File: config.mk
export PLATFORM = sky130hd
export DESIGN_NAME = prog_divider
export DESIGN_NICKNAME = d
export VERILOG_FILES = /design/src/rtl/pdiv_pkg.sv /design/src/rtl/pdiv_cfg_hold.sv /design/src/rtl/pdiv_match.sv /design/src/rtl/pdiv_downcnt.sv /design/src/rtl/prog_divider.sv
export SDC_FILE = /design/constraint.sdc
export NUM_CORES = 1
export LEC_CHECK = 0
export CAP_MARGIN = 0
export CORE_MARGIN = 2
export CORE_UTILIZATION = 40
export CTS_CLUSTER_DIAMETER = 40
export DETAILED_ROUTE_END_ITERATION = 16
export PLACE_DENSITY_LB_ADDON = 0.25
export SYNTH_ARGS = -nofsm -noshare
export SYNTH_HDL_FRONTEND = slang
export SYNTH_SLANG_ARGS = --single-unit
File: constraint.sdc
create_clock -name clk -period 2.55 [get_ports clk]
set_input_delay 0.6375 -clock clk [delete_from_list [all_inputs] [get_ports clk]]
set_output_delay 0.6375 -clock clk [all_outputs]
set_load 0.005 [all_outputs]
File: src/rtl/pdiv_pkg.sv
`timescale 1ns/1ps
package pdiv_pkg;

   // Why the counter is being (re)loaded in a given cycle.
   typedef enum logic [1:0] {
      LD_NONE     = 2'd0,
      LD_RESET    = 2'd1,
      LD_TERMINAL = 2'd2,
      LD_RECOVER  = 2'd3
   } load_cause_e;

   function automatic logic is_load(input load_cause_e cause);
      return cause != LD_NONE;
   endfunction

endpackage

File: src/rtl/pdiv_cfg_hold.sv
`timescale 1ns/1ps
// Active start/stop registers; captured only on a load.
module pdiv_cfg_hold #(
   parameter int W = 8
) (
   input  logic         clk,
   input  logic         rst,
   input  logic         load,
   input  logic [W-1:0] start_in,
   input  logic [W-1:0] stop_in,
   output logic [W-1:0] start_q,
   output logic [W-1:0] stop_q,
   output logic         bad_o
);

   initial assert (W >= 2) else $error("pdiv_cfg_hold: W must be at least 2");

   always_ff @(posedge clk) begin
      if (load) begin
         start_q <= start_in;
         stop_q  <= stop_in;
      end
   end

   assign bad_o = start_q < stop_q;

   // the active setting moves only on a load edge
   assert_cfg_stable_R6: assert property (@(posedge clk) disable iff (rst)
      !load |=> ($stable(start_q) && $stable(stop_q)));

   // a load captures exactly the input values of that edge
   assert_cfg_capture_R3: assert property (@(posedge clk) disable iff (rst)
      load |=> (start_q == $past(start_in) && stop_q == $past(stop_in)));

endmodule

File: src/rtl/pdiv_match.sv
`timescale 1ns/1ps
// Terminal-state detector; STYLE picks a plain compare or a per-bit tree.
module pdiv_match #(
   parameter int W     = 8,
   parameter int STYLE = 1
) (
   input  logic [W-1:0] cur,
   input  logic [W-1:0] target,
   output logic         hit
);

   initial assert (STYLE == 0 || STYLE == 1) else $error("pdiv_match: STYLE must be 0 or 1");

   generate
      if (STYLE == 0) begin : g_cmp
         assign hit = (cur == target);
      end else begin : g_tree
         logic [W-1:0] same;
         for (genvar b = 0; b < W; b++) begin : g_bit
            assign same[b] = ~(cur[b] ^ target[b]);
         end
         assign hit = &same;
      end
   endgenerate

endmodule

File: src/rtl/pdiv_downcnt.sv
`timescale 1ns/1ps
// Loadable down-counter.
module pdiv_downcnt #(
   parameter int W = 8
) (
   input  logic         clk,
   input  logic         rst,
   input  logic         load,
   input  logic [W-1:0] load_val,
   output logic [W-1:0] count_q
);

   localparam logic [W-1:0] STEP = W'(1);

   initial assert (W >= 2) else $error("pdiv_downcnt: W must be at least 2");

   always_ff @(posedge clk) begin
      if (load) count_q <= load_val;
      else      count_q <= count_q - STEP;
   end

   // without a load the state falls by exactly one
   assert_step_down_R2: assert property (@(posedge clk) disable iff (rst)
      !load |=> (count_q == $past(count_q) - STEP));

   // a load places the presented value in the counter
   assert_reload_R3: assert property (@(posedge clk) disable iff (rst)
      load |=> (count_q == $past(load_val)));

endmodule

File: src/rtl/prog_divider.sv
`timescale 1ns/1ps
module prog_divider
   import pdiv_pkg::*;
#(
   parameter int CNT_W       = 8,
   parameter int MATCH_STYLE = 1
) (
   input  logic             clk,
   input  logic             rst,
   input  logic [CNT_W-1:0] preset_i,
   input  logic [CNT_W-1:0] final_i,
   output logic [CNT_W-1:0] count_o,
   output logic             tick_o,
   output logic             cfg_err_o
);

   initial assert (CNT_W >= 2 && CNT_W <= 32) else $error("prog_divider: CNT_W out of range");

   logic [CNT_W-1:0] start_act;
   logic [CNT_W-1:0] stop_act;
   logic             at_stop;
   logic             run_q;
   logic             do_load;
   load_cause_e      cause;

   // Reset first, then recovery from an illegal setting, then normal terminal reload.
   always_comb begin
      if (rst)            cause = LD_RESET;
      else if (cfg_err_o) cause = LD_RECOVER;
      else if (at_stop)   cause = LD_TERMINAL;
      else                cause = LD_NONE;
   end

   assign do_load = is_load(cause);

   pdiv_cfg_hold #(.W(CNT_W)) u_cfg (
      .clk      (clk),
      .rst      (rst),
      .load     (do_load),
      .start_in (preset_i),
      .stop_in  (final_i),
      .start_q  (start_act),
      .stop_q   (stop_act),
      .bad_o    (cfg_err_o)
   );

   pdiv_downcnt #(.W(CNT_W)) u_cnt (
      .clk      (clk),
      .rst      (rst),
      .load     (do_load),
      .load_val (preset_i),
      .count_q  (count_o)
   );

   pdiv_match #(.W(CNT_W), .STYLE(MATCH_STYLE)) u_eoc (
      .cur    (count_o),
      .target (stop_act),
      .hit    (at_stop)
   );

   // Masks the pulse in the first cycle after reset.
   always_ff @(posedge clk) begin
      if (rst) run_q <= 1'b0;
      else     run_q <= 1'b1;
   end

   assign tick_o = run_q & at_stop & ~cfg_err_o;

   // no pulse with an illegal setting
   assert_no_tick_on_err_R7: assert property (@(posedge clk) disable iff (rst)
      cfg_err_o |-> !tick_o);

   // every pulse is followed by a reload from the start input
   assert_tick_reload_R3: assert property (@(posedge clk) disable iff (rst)
      tick_o |=> (count_o == $past(preset_i)));

   // with a legal setting the count stays inside its window
   assert_no_overflow_R2: assert property (@(posedge clk) disable iff (rst)
      !cfg_err_o |-> (count_o >= stop_act && count_o <= start_act));

   // first cycle after reset never pulses
   assert_reset_quiet_R1: assert property (@(posedge clk)
      rst |=> !tick_o);

endmodule

==> impl_metrics.toml <==
[outcome]
status = "finished, final reports clean"

[die]
die_h_um = 58.5
coreArea_um2 = 2780
die-area_um2 = 3420
io_pins = 28
start_util_pct = 42.7
row_count = 19
die_x_um = 58.5

[synthesis]
async_reset_ff_share_pct = 0
syn_area_per_cell_um2 = 13.0
syn_nets = 117
synth.area.top_cells = "edfxtp_1 (40%), dfxtp_1 (15%), mux2_4 (8.9%), ha_1 (8.4%), xnor2_1 (6.6%)"
ys_types = 23
synthFlopType = "edfxtp_1"
yosysMostFrequentCell = "edfxtp_1"
synth.top_cell.area_share_pct = 40.5
ys_seq_area_share_pct = 55.6
yosys.area.top_type = "edfxtp_1"
yosysWarnings = 0
synth_edf_count = 16
ys_ff_latch = 25
netlist_instances = 91
synthTopCellsByCount = "edfxtp_1 (16), inv_1 (11), dfxtp_1 (9), xnor2_1 (9), ha_1 (8)"
syn_area_um2 = 1190

[grt]
grt_usage_pct = 12.9
overflow = 0
grt_pass1_wl_um = 3190
grt_start_max_net_pins = 25
grt_pass1_vias = 722
antenna_found_initial = 0

[timing]
rsz0062_at_grt = "no"
tns_ns = 0
hold_ws_ns = 0.633
finalCritPeriodShare_pct = 96.7
max_slew_margin_pct = 74.9
clock_skew_ns = 0.00381
tightest_slew_ns = 0.373
fmax_mhz = 405
finalMaxSlewViolations = 0
hold_viol_final = 0
setup_viol = 0
period_needed_ns = 2.47
finalWorstSetupSlack_ns = 0.0835

[layout]
antennaDiodeCount = 0
final_util_pct = 55.3
fin_area_um2 = 1540
fin_cells = 154
area_delta_synth_final_pct = 29.6
nNetsFinal = 150
drive_above_1_share_pct = 12.2
fillers = 254

[clock_network]
ctsHoldBuffers = 0
cts-root-buf = "clkbuf_4"
h-tree-depth = 1
tritoncts = "done"
cts_sinks = 25
cts.clk_slew.worst_paths_ns = 0.12
clockBufferDepth = 2
clock_latency_ns = 0.31
cts_buffers = 3

[pwr]
power.density_nw_per_um2 = 705
ir_worst_vdd_mv = 0.432
power_leakage_nw = 0.654
totalPowerFinal_mw = 1.09

[setup_path]
rr_worst_depth = 9
cp-end-kind = "output port"
criticalPathCategory = "reg -> out"
cp.arrival_ns = 1.83
crit_path_start_kind = "flop"
worstPathRequired_ns = 1.91
cp_max_fo = 2

[detailed_routing]
dr.pass1.iters = 4
routedWlPerCell_um = 13.1
wl_um = 2020
drc = 0
ant_nets = 0
avgViaCountPerCell = 4.72
vias = 727
drt_iter0_markers = 25

[placed_design]
pre_cts_ws_ns = 0.118
gp_congestion = 0.689
numPortBuffers = 27
place_area_um2 = 1510
placed_cells = 149
hpwl_um = 1560

[job]
cap_violations = 0

[hold_path]
whs_path_depth = 2
min_path_type = "reg -> reg"
==> placed cells by master (no fill, tap or decap), types with 2 or more instances in the layout <==
master,netlist,layout
ha_1,8,8
nand2_1,5,5
edfxtp_1,16,16
xnor2_1,9,9
dfxtp_1,9,9
xor2_1,4,4
clkdlybuf4s50_1,0,25
mux2_4,7,7
buf_6,1,2
nand4_1,2,2
nand2b_1,2,2
clkbuf_4,0,3
inv_1,11,11
nor2_1,5,5
a21oi_1,2,2
==> registers in the layout (all words and copies together) (netlist names) <==
signal / count
run_q: 1
u_cfg.start_q: 8
u_cfg.stop_q: 8
u_cnt.count_q: 8
==> layout make-up <==
| type | instances | area [um^2] | area share, % |
|---|---|---|---|
| clock buffers | 4 | 26.3 | 1.71 |
| well taps | 31 | 38.8 | 2.52 |
| repair buffers | 29 | 298 | 19.3 |
| multi-input cells | 54 | 474 | 30.8 |
| inverters | 11 | 41.3 | 2.68 |
| flip-flops and latches | 25 | 661 | 42.9 |
==> logic make-up after synthesis <==
logic type	Yosys count	synth area share (%)
fa+ha+maj	8	8.43
mux	8	9.69
flops	25	55.6
simple gates	18	7.17
xor+xnor	13	9.59
compound gates	7	5.06
buf+inv	12	4.43
==> per-layer routing <==
layer	part of all wire (%)	wire, um	vias to the layer above	global-route usage (%)
met5	0	0	-	0
met4	0.79	16	0	4.98
met3	5.0	100	2	3.30
met2	49	992	18	20.9
met1	45	911	331	16.5
li1	-	-	376	-
==> power breakdown <==
part	internal [mW]	leakage [nW]	switching, mW	total [mW]
registers	0.505	0.240	0.0542	0.559
clock network	0.0610	0.0150	0.110	0.171
logic	0.213	0.399	0.142	0.355
==> repair_timing <==
| item | in CTS | in global routing |
|---|---|---|
| hold endpoints to repair | 0 | 0 |
| buffers inserted | 1 | 0 |
| pin swaps | 2 | 3 |
| setup endpoints to repair | 2 | 2 |
| gates resized for setup | 6 | 3 |
==> critical path, cell delays in order, from the launching register on <==
cell      delay, ns
edfxtp_1       0.42
inv_1          0.07
ha_1           0.23
a2111o_1       0.40
a31oi_4        0.21
buf_6          0.12
buf_6          0.08
==> path summary, 6_finish.rpt <==
check                                 startpoint          endpoint  slack [ns]
worst min register to register  u_cnt.count_q[0]  u_cnt.count_q[0]        0.63
worst min-delay path            u_cnt.count_q[0]  u_cnt.count_q[0]        0.63
worst max register to register   u_cfg.stop_q[5]  u_cnt.count_q[7]        0.33
worst max-delay path             u_cfg.stop_q[1]         cfg_err_o        0.08
Note: power is estimated with default switching activity, not from simulation.
